File: src/rtl/nst_pkg.sv
package nst_pkg;
  typedef enum logic [1:0] {
    S_FLAG = 2'd0,
    S_DATA = 2'd1,
    S_CRC  = 2'd2
  } tx_state_e;
endpackage

File: src/rtl/nst_run_limiter.sv
// Tracks the run of equal bits and requests an inserted bit at the limit.
module nst_run_limiter #(
  parameter int RUN_MAX = 5
) (
  input  logic clk,
  input  logic rst,
  input  logic en,
  input  logic bit_in,
  input  logic hold,
  input  logic clear,
  output logic stuff,
  output logic stuff_bit
);
  localparam int LW = $clog2(RUN_MAX + 1);

  logic [LW-1:0] len_q;
  logic          val_q;

  assign stuff     = (len_q == LW'(RUN_MAX));
  assign stuff_bit = ~val_q;

  always_ff @(posedge clk) begin
    if (rst) begin
      len_q <= '0;
      val_q <= 1'b0;
    end else if (en) begin
      if (stuff) begin
        val_q <= ~val_q;
        len_q <= LW'(1);
      end else if (clear) begin
        len_q <= '0;
      end else if (!hold) begin
        if (len_q != '0 && bit_in == val_q) begin
          len_q <= len_q + LW'(1);
        end else begin
          val_q <= bit_in;
          len_q <= LW'(1);
        end
      end
    end
  end

  // an inserted bit starts a fresh run of the opposite value
  p_stuff_restarts_r3: assert property (@(posedge clk) disable iff (rst)
    (en && stuff) |=> (len_q == LW'(1)) && (val_q != $past(val_q)));
endmodule

File: src/rtl/nst_crc.sv
// Bit-serial reflected CRC: preset, accumulate, then shift out complemented.
module nst_crc #(
  parameter int           W    = 16,
  parameter logic [W-1:0] POLY = 16'h8408,
  parameter logic [W-1:0] INIT = 16'hFFFF
) (
  input  logic         clk,
  input  logic         rst,
  input  logic         en,
  input  logic         load,
  input  logic         calc,
  input  logic         shift,
  input  logic         bit_in,
  output logic         tx_bit,
  output logic [W-1:0] crc_q
);
  assign tx_bit = ~crc_q[0];

  always_ff @(posedge clk) begin
    if (rst) begin
      crc_q <= INIT;
    end else if (en) begin
      if (load) begin
        crc_q <= INIT;
      end else if (calc) begin
        crc_q <= (crc_q >> 1) ^ ((crc_q[0] ^ bit_in) ? POLY : '0);
      end else if (shift) begin
        crc_q <= crc_q >> 1;
      end
    end
  end
endmodule

File: src/rtl/nst_nrzi.sv
// Differential line coder: a zero bit is a level change.
module nst_nrzi (
  input  logic clk,
  input  logic rst,
  input  logic en,
  input  logic bit_in,
  output logic line_q
);
  always_ff @(posedge clk) begin
    if (rst) begin
      line_q <= 1'b0;
    end else if (en && !bit_in) begin
      line_q <= ~line_q;
    end
  end

  // the line holds between bit-times
  p_line_hold_r10: assert property (@(posedge clk) disable iff (rst)
    !en |=> $stable(line_q));
endmodule

File: src/rtl/nrzi_stuff_tx.sv
module nrzi_stuff_tx #(
  parameter int                DATA_W   = 8,
  parameter int                CRC_W    = 16,
  parameter int                RUN_MAX  = 5,
  parameter logic [DATA_W-1:0] FLAG     = 8'h7E,
  parameter logic [CRC_W-1:0]  CRC_POLY = 16'h8408,
  parameter logic [CRC_W-1:0]  CRC_INIT = 16'hFFFF
) (
  input  logic              clk,
  input  logic              rst,
  input  logic              bit_en,
  input  logic [DATA_W-1:0] in_data,
  input  logic              in_valid,
  input  logic              in_sop,
  input  logic              in_eop,
  output logic              in_ready,
  output logic              line_out
);
  import nst_pkg::*;

  localparam int SPAN = (CRC_W > DATA_W) ? CRC_W : DATA_W;
  localparam int CW   = $clog2(SPAN);
  localparam int BW   = $clog2(DATA_W);

  tx_state_e         st_q, st_n;
  logic [CW-1:0]     cnt_q, cnt_n;
  logic [DATA_W-1:0] sh_q, sh_n;
  logic              last_q, last_n;

  logic              stuff, stuff_bit, tx_bit, hold, clr;
  logic              crc_load, crc_calc, crc_shift, crc_bit, ready_c;
  logic [CRC_W-1:0]  crc_q;

  always_comb begin
    tx_bit    = stuff_bit;
    hold      = 1'b0;
    clr       = 1'b0;
    crc_load  = 1'b0;
    crc_calc  = 1'b0;
    crc_shift = 1'b0;
    ready_c   = 1'b0;
    st_n      = st_q;
    cnt_n     = cnt_q;
    sh_n      = sh_q;
    last_n    = last_q;
    if (!stuff) begin
      case (st_q)
        S_FLAG: begin
          tx_bit = FLAG[cnt_q[BW-1:0]];
          hold   = 1'b1;
          if (cnt_q == CW'(DATA_W - 1)) begin
            clr   = 1'b1;
            cnt_n = '0;
            if (in_valid && in_sop) begin
              st_n     = S_DATA;
              crc_load = 1'b1;
            end else begin
              ready_c = !in_sop;
            end
          end else begin
            cnt_n = cnt_q + CW'(1);
          end
        end
        S_DATA: begin
          if (cnt_q == '0) begin
            ready_c = 1'b1;
            cnt_n   = CW'(1);
            if (in_valid) begin
              tx_bit   = in_data[0];
              crc_calc = 1'b1;
              sh_n     = in_data;
              last_n   = in_eop;
            end else begin
              tx_bit    = crc_bit;
              crc_shift = 1'b1;
              st_n      = S_CRC;
            end
          end else begin
            tx_bit   = sh_q[cnt_q[BW-1:0]];
            crc_calc = 1'b1;
            if (cnt_q == CW'(DATA_W - 1)) begin
              cnt_n = '0;
              if (last_q) begin
                st_n   = S_CRC;
                last_n = 1'b0;
              end
            end else begin
              cnt_n = cnt_q + CW'(1);
            end
          end
        end
        default: begin
          tx_bit    = crc_bit;
          crc_shift = 1'b1;
          if (cnt_q == CW'(CRC_W - 1)) begin
            st_n  = S_FLAG;
            cnt_n = '0;
          end else begin
            cnt_n = cnt_q + CW'(1);
          end
        end
      endcase
    end
  end

  assign in_ready = bit_en & ready_c;

  always_ff @(posedge clk) begin
    if (rst) begin
      st_q   <= S_FLAG;
      cnt_q  <= '0;
      sh_q   <= '0;
      last_q <= 1'b0;
    end else if (bit_en) begin
      st_q   <= st_n;
      cnt_q  <= cnt_n;
      sh_q   <= sh_n;
      last_q <= last_n;
    end
  end

  nst_run_limiter #(.RUN_MAX(RUN_MAX)) run_i (
    .clk(clk), .rst(rst), .en(bit_en), .bit_in(tx_bit),
    .hold(hold), .clear(clr), .stuff(stuff), .stuff_bit(stuff_bit)
  );

  nst_crc #(.W(CRC_W), .POLY(CRC_POLY), .INIT(CRC_INIT)) crc_i (
    .clk(clk), .rst(rst), .en(bit_en), .load(crc_load), .calc(crc_calc),
    .shift(crc_shift), .bit_in(tx_bit), .tx_bit(crc_bit), .crc_q(crc_q)
  );

  nst_nrzi nrzi_i (
    .clk(clk), .rst(rst), .en(bit_en), .bit_in(tx_bit), .line_q(line_out)
  );

  // no byte is taken on an inserted bit
  p_ready_not_on_stuff_r3: assert property (@(posedge clk) disable iff (rst)
    in_ready |-> !stuff);

  // the handshake is silent between bit-times
  p_ready_needs_bit_r10: assert property (@(posedge clk) disable iff (rst)
    !bit_en |-> !in_ready);

  // a freshly opened packet starts from the preset check value
  p_open_preset_r8: assert property (@(posedge clk) disable iff (rst)
    (st_q == S_DATA && cnt_q == '0 && $past(st_q) == S_FLAG) |-> crc_q == CRC_INIT);

  // once the check bytes start, the next state is either more check bits or a flag
  p_crc_exits_to_flag_r7: assert property (@(posedge clk) disable iff (rst)
    (st_q == S_CRC) |=> (st_q == S_CRC || st_q == S_FLAG));
endmodule

File: config.mk
export PLATFORM = sky130hd
export DESIGN_NAME = nrzi_stuff_tx
export DESIGN_NICKNAME = d
export VERILOG_FILES = /design/src/rtl/nst_pkg.sv /design/src/rtl/nst_run_limiter.sv /design/src/rtl/nst_crc.sv /design/src/rtl/nst_nrzi.sv /design/src/rtl/nrzi_stuff_tx.sv
export SDC_FILE = /design/constraint.sdc
export NUM_CORES = 1
export LEC_CHECK = 0
export ABC_AREA = 1
export BUFFER_PORTS_ARGS = -buffer_cell sky130_fd_sc_hd__buf_2
export CAP_MARGIN = 20
export CORE_UTILIZATION = 52
export DETAILED_ROUTE_END_ITERATION = 6
export GPL_TIMING_DRIVEN = 0
export PLACE_DENSITY = 0.7
export SLEW_MARGIN = 20
export SYNTH_ARGS = -nofsm -noshare
export SYNTH_HDL_FRONTEND = slang
export SYNTH_HIERARCHICAL = 1
export SYNTH_SLANG_ARGS = --single-unit
export TNS_END_PERCENT = 20
File: constraint.sdc
create_clock -name clk -period 2.35 [get_ports clk]
set_input_delay 0.1175 -clock clk [delete_from_list [all_inputs] [get_ports clk]]
set_output_delay 0.1175 -clock clk [all_outputs]
set_load 0.1 [all_outputs]
==> results.yml <==
synth:
  synth_area_mm2: 0.00215
  ys_ff_latch: 37
  yosys.area.top_type_share_pct: 34.5
  synthCells: 306
  synth_area_per_cell_um2: 7.01
  ys_top_cells_by_area: "dfxtp_1, nand2_1, inv_1"
  yosys.area.top_type: "dfxtp_1"
  synth.net_count: 325
  synth_cell_type_count: 31
  ys_warn_count: 6
  yosysSeqAreaShare_pct: 34.5
cells_and_area:
  layout.nets: 347
  drive_gt1_share_pct: 23.7
  fin_cells: 377
  fin_area_mm2: 0.00242
  final_cell_mix: "nand2_1, dfxtp_1, inv_1"
  final_common_cell: "nand2_1"
  antennaDiodeCount: 0
  area_delta_synth_final_pct: 12.9
cts:
  cts.clk_slew.worst_paths_ns: 0.07
  cts_tree: "yes"
  cts_setup_buffers: 0
  numCtsBuffers: 5
  clk_root_buffer_cell: "clkbuf_8"
  insertion_delay_ns: 0.29
  clock_path_buffers: 2
  h-tree-depth: 2
  cts_num_sinks: 37
  hold_buffers: 0
place:
  io_buffers: 15
  gp_congestion: 0.790
  place_ws_ns: -0.0786
  dp_hpwl_mm: 3.07
  numPlacedInstances: 369
  dpl_cell_area_mm2: 0.00229
setup_path:
  worst_ep_arrival_time_ns: 2.26
  ff2ff_setup_slack_ns: 0.27
  critPathKind: "flip-flop to flip-flop"
  worstSetupEndpointType: "flip-flop"
  cp_data_required_time_ns: 2.53
  worst_path_largest_cell_delay_ns: 0.47
  r2r-end: "crc_i/crc_q[2]"
  path_max_fanout: 10
  regToRegStartpoint: "cnt_q[0]"
  path_cells: "inv_2 > ha_1 > nand3_4 > o21ai_0 > nor2_1 > nor2_2 > nand2_2 > nand2_4 > buf_6 > a21oi_2 > nand2_1"
  critPathLaunchType: "flip-flop"
  reg2reg_depth: 11
  critPathSlowestCell: "dfxtp_1"
global_routing:
  antenna_found_initial: 0
  grt_pass1_wl_mm: 7.22
  grt_start_max_net_pins: 13
  grt-ovfl-total: 0
  grt_pass1_vias: 1682
  grt.total_usage_pct: 21.3
route:
  drt_iter0_drc: 86
  wl_per_cell_um: 10.8
  via_count: 1850
  drcViolationCount: 0
  drt_pass1_iterations: 4
  ant_nets: 0
  finalWirelength_mm: 4.06
  viasPerCell: 4.91
min_path:
  min_path_type: "input pin to flip-flop"
  holdPathStages: 3
  hold_end: "sh_q[6]"
  holdCritStartpoint: "in_data[6]"
status:
  status: "completed"
timing:
  hold_violations: 0
  relSlewSlack_pct: 68.0
  clock_skew_ns: 0.00863
  fmax_ghz: 0.480
  maxSlewViolCount: 0
  hold_ws_ns: 0.0943
  fin_crit_sh_pct: 88.7
  setup_ws_ns: 0.265
  grt_setup_unrepaired: "false"
  finalCriticalPeriod_ns: 2.08
  setup_violations: 0
  worstMarginPinSlew_ns: 0.483
floorplanning:
  ios: 16
  die_area_mm2: 0.00439
  fp.dieH_um: 66.2
  core_mm2: 0.00380
  num_rows: 22
  die_w_um: 66.2
  start_util_pct: 56.5
power_and_ir_drop:
  cellLeakagePower_nw: 1.11
  powerDensity_mw_per_mm2: 551
  ir_worst_vdd_mv: 0.352
  p_total_mw: 1.34
run:
  drv_cap: 0
[Yosys cell counts]
library cell	n
buf_8	1
nor4_1	2
buf_6	2
inv_1	32
nand3_1	19
nand2_1	75
clkinv_1	1
o21ai_1	19
nand2_4	5
nand4_1	4
inv_2	12
buf_4	1
dfxtp_1	37
nor2_8	1
nand3_2	2
mux2_2	1
a211oi_2	1
nand2_2	8
nor3_1	3
ha_1	5
clkbuf_1	2
a221oi_1	1
nand3_4	2
nor2_2	4
o21ai_2	2
nor2_4	3
a21oi_2	6
nor2_1	23
o21ai_0	8
inv_6	2
a21oi_1	22
[critical path: cells and delay by family, from the launching register on]
kind | cells | cell delay (ns)
compound gates | 2 | 0.23
fa+ha+maj | 1 | 0.26
buf+inv | 2 | 0.29
simple gates | 6 | 0.73
flops | 1 | 0.47
[how the worst max path moves through the flow]
stage / startpoint / endpoint / slack, ns / depth (start not counted)
2_1_floorplan: run_i/len_q[1] / in_ready / 0.06 / 7
3_3_place_gp: run_i/len_q[1] / crc_i/crc_q[2] / -0.09 / 11
3_5_place_dp: run_i/len_q[1] / crc_i/crc_q[2] / -0.08 / 11
4_1_cts: cnt_q[0] / run_i/val_q / 0.1 / 16
5_1_grt: cnt_q[0] / crc_i/crc_q[2] / 0.02 / 12
6_report: cnt_q[0] / crc_i/crc_q[2] / 0.27 / 11
[metrics by stage]
stage          utilization (%)  TNS (ns)
4_1_cts                   63.3         0
2_1_floorplan                -         0
3_5_place_dp              60.2    -0.641
5_1_grt                   63.8         0
6_report                  63.8         0
3_3_place_gp              60.2    -0.874
[cell families after synthesis]
logic type      Yosys count  synth area share, %
compound gates           59                 15.7
fa+ha+maj                 5                 2.92
buf+inv                  53                 11.1
flops                    37                 34.5
mux                       1                0.525
simple gates            151                 35.2
[per-layer routing]
metal	wire, µm	vias up	GRT usage, %
met5	0	-	0
met4	40	0	6.38
met3	113	4	3.62
met2	1750	22	34.3
met1	2150	804	28.8
li1	-	1020	-
[report_power, final]
| part | internal, mW | switching (mW) | leakage (nW) |
|---|---|---|---|
| combinational | 0.0482 | 0.0970 | 0.757 |
| clock | 0.318 | 0.229 | 0.0554 |
| sequential | 0.635 | 0.00763 | 0.300 |
[cell type report]
type	instances	area [µm²]
clock inverters	2	38.8
repair buffers	15	75.1
flip-flops and latches	37	741
plain buffers	6	52.6
well taps	48	60.1
multi-input cells	216	1200
clock buffers	6	72.6
inverters	47	186
fillers	334	1380
[registers in the layout, indices dropped and copies added (netlist names), named ones only]
name and flops:
nrzi_i/line_q 1, cnt_q 4, run_i/len_q 3, crc_i/crc_q 16, run_i/val_q 1, st_q 2
last_q 1, sh_q 8
[repair_timing]
item / CTS / global route
gates resized for setup: 1 / 3
pin swaps: 0 / 0
setup endpoints to repair: 14 / 14
(Power assumes the default switching activity.)
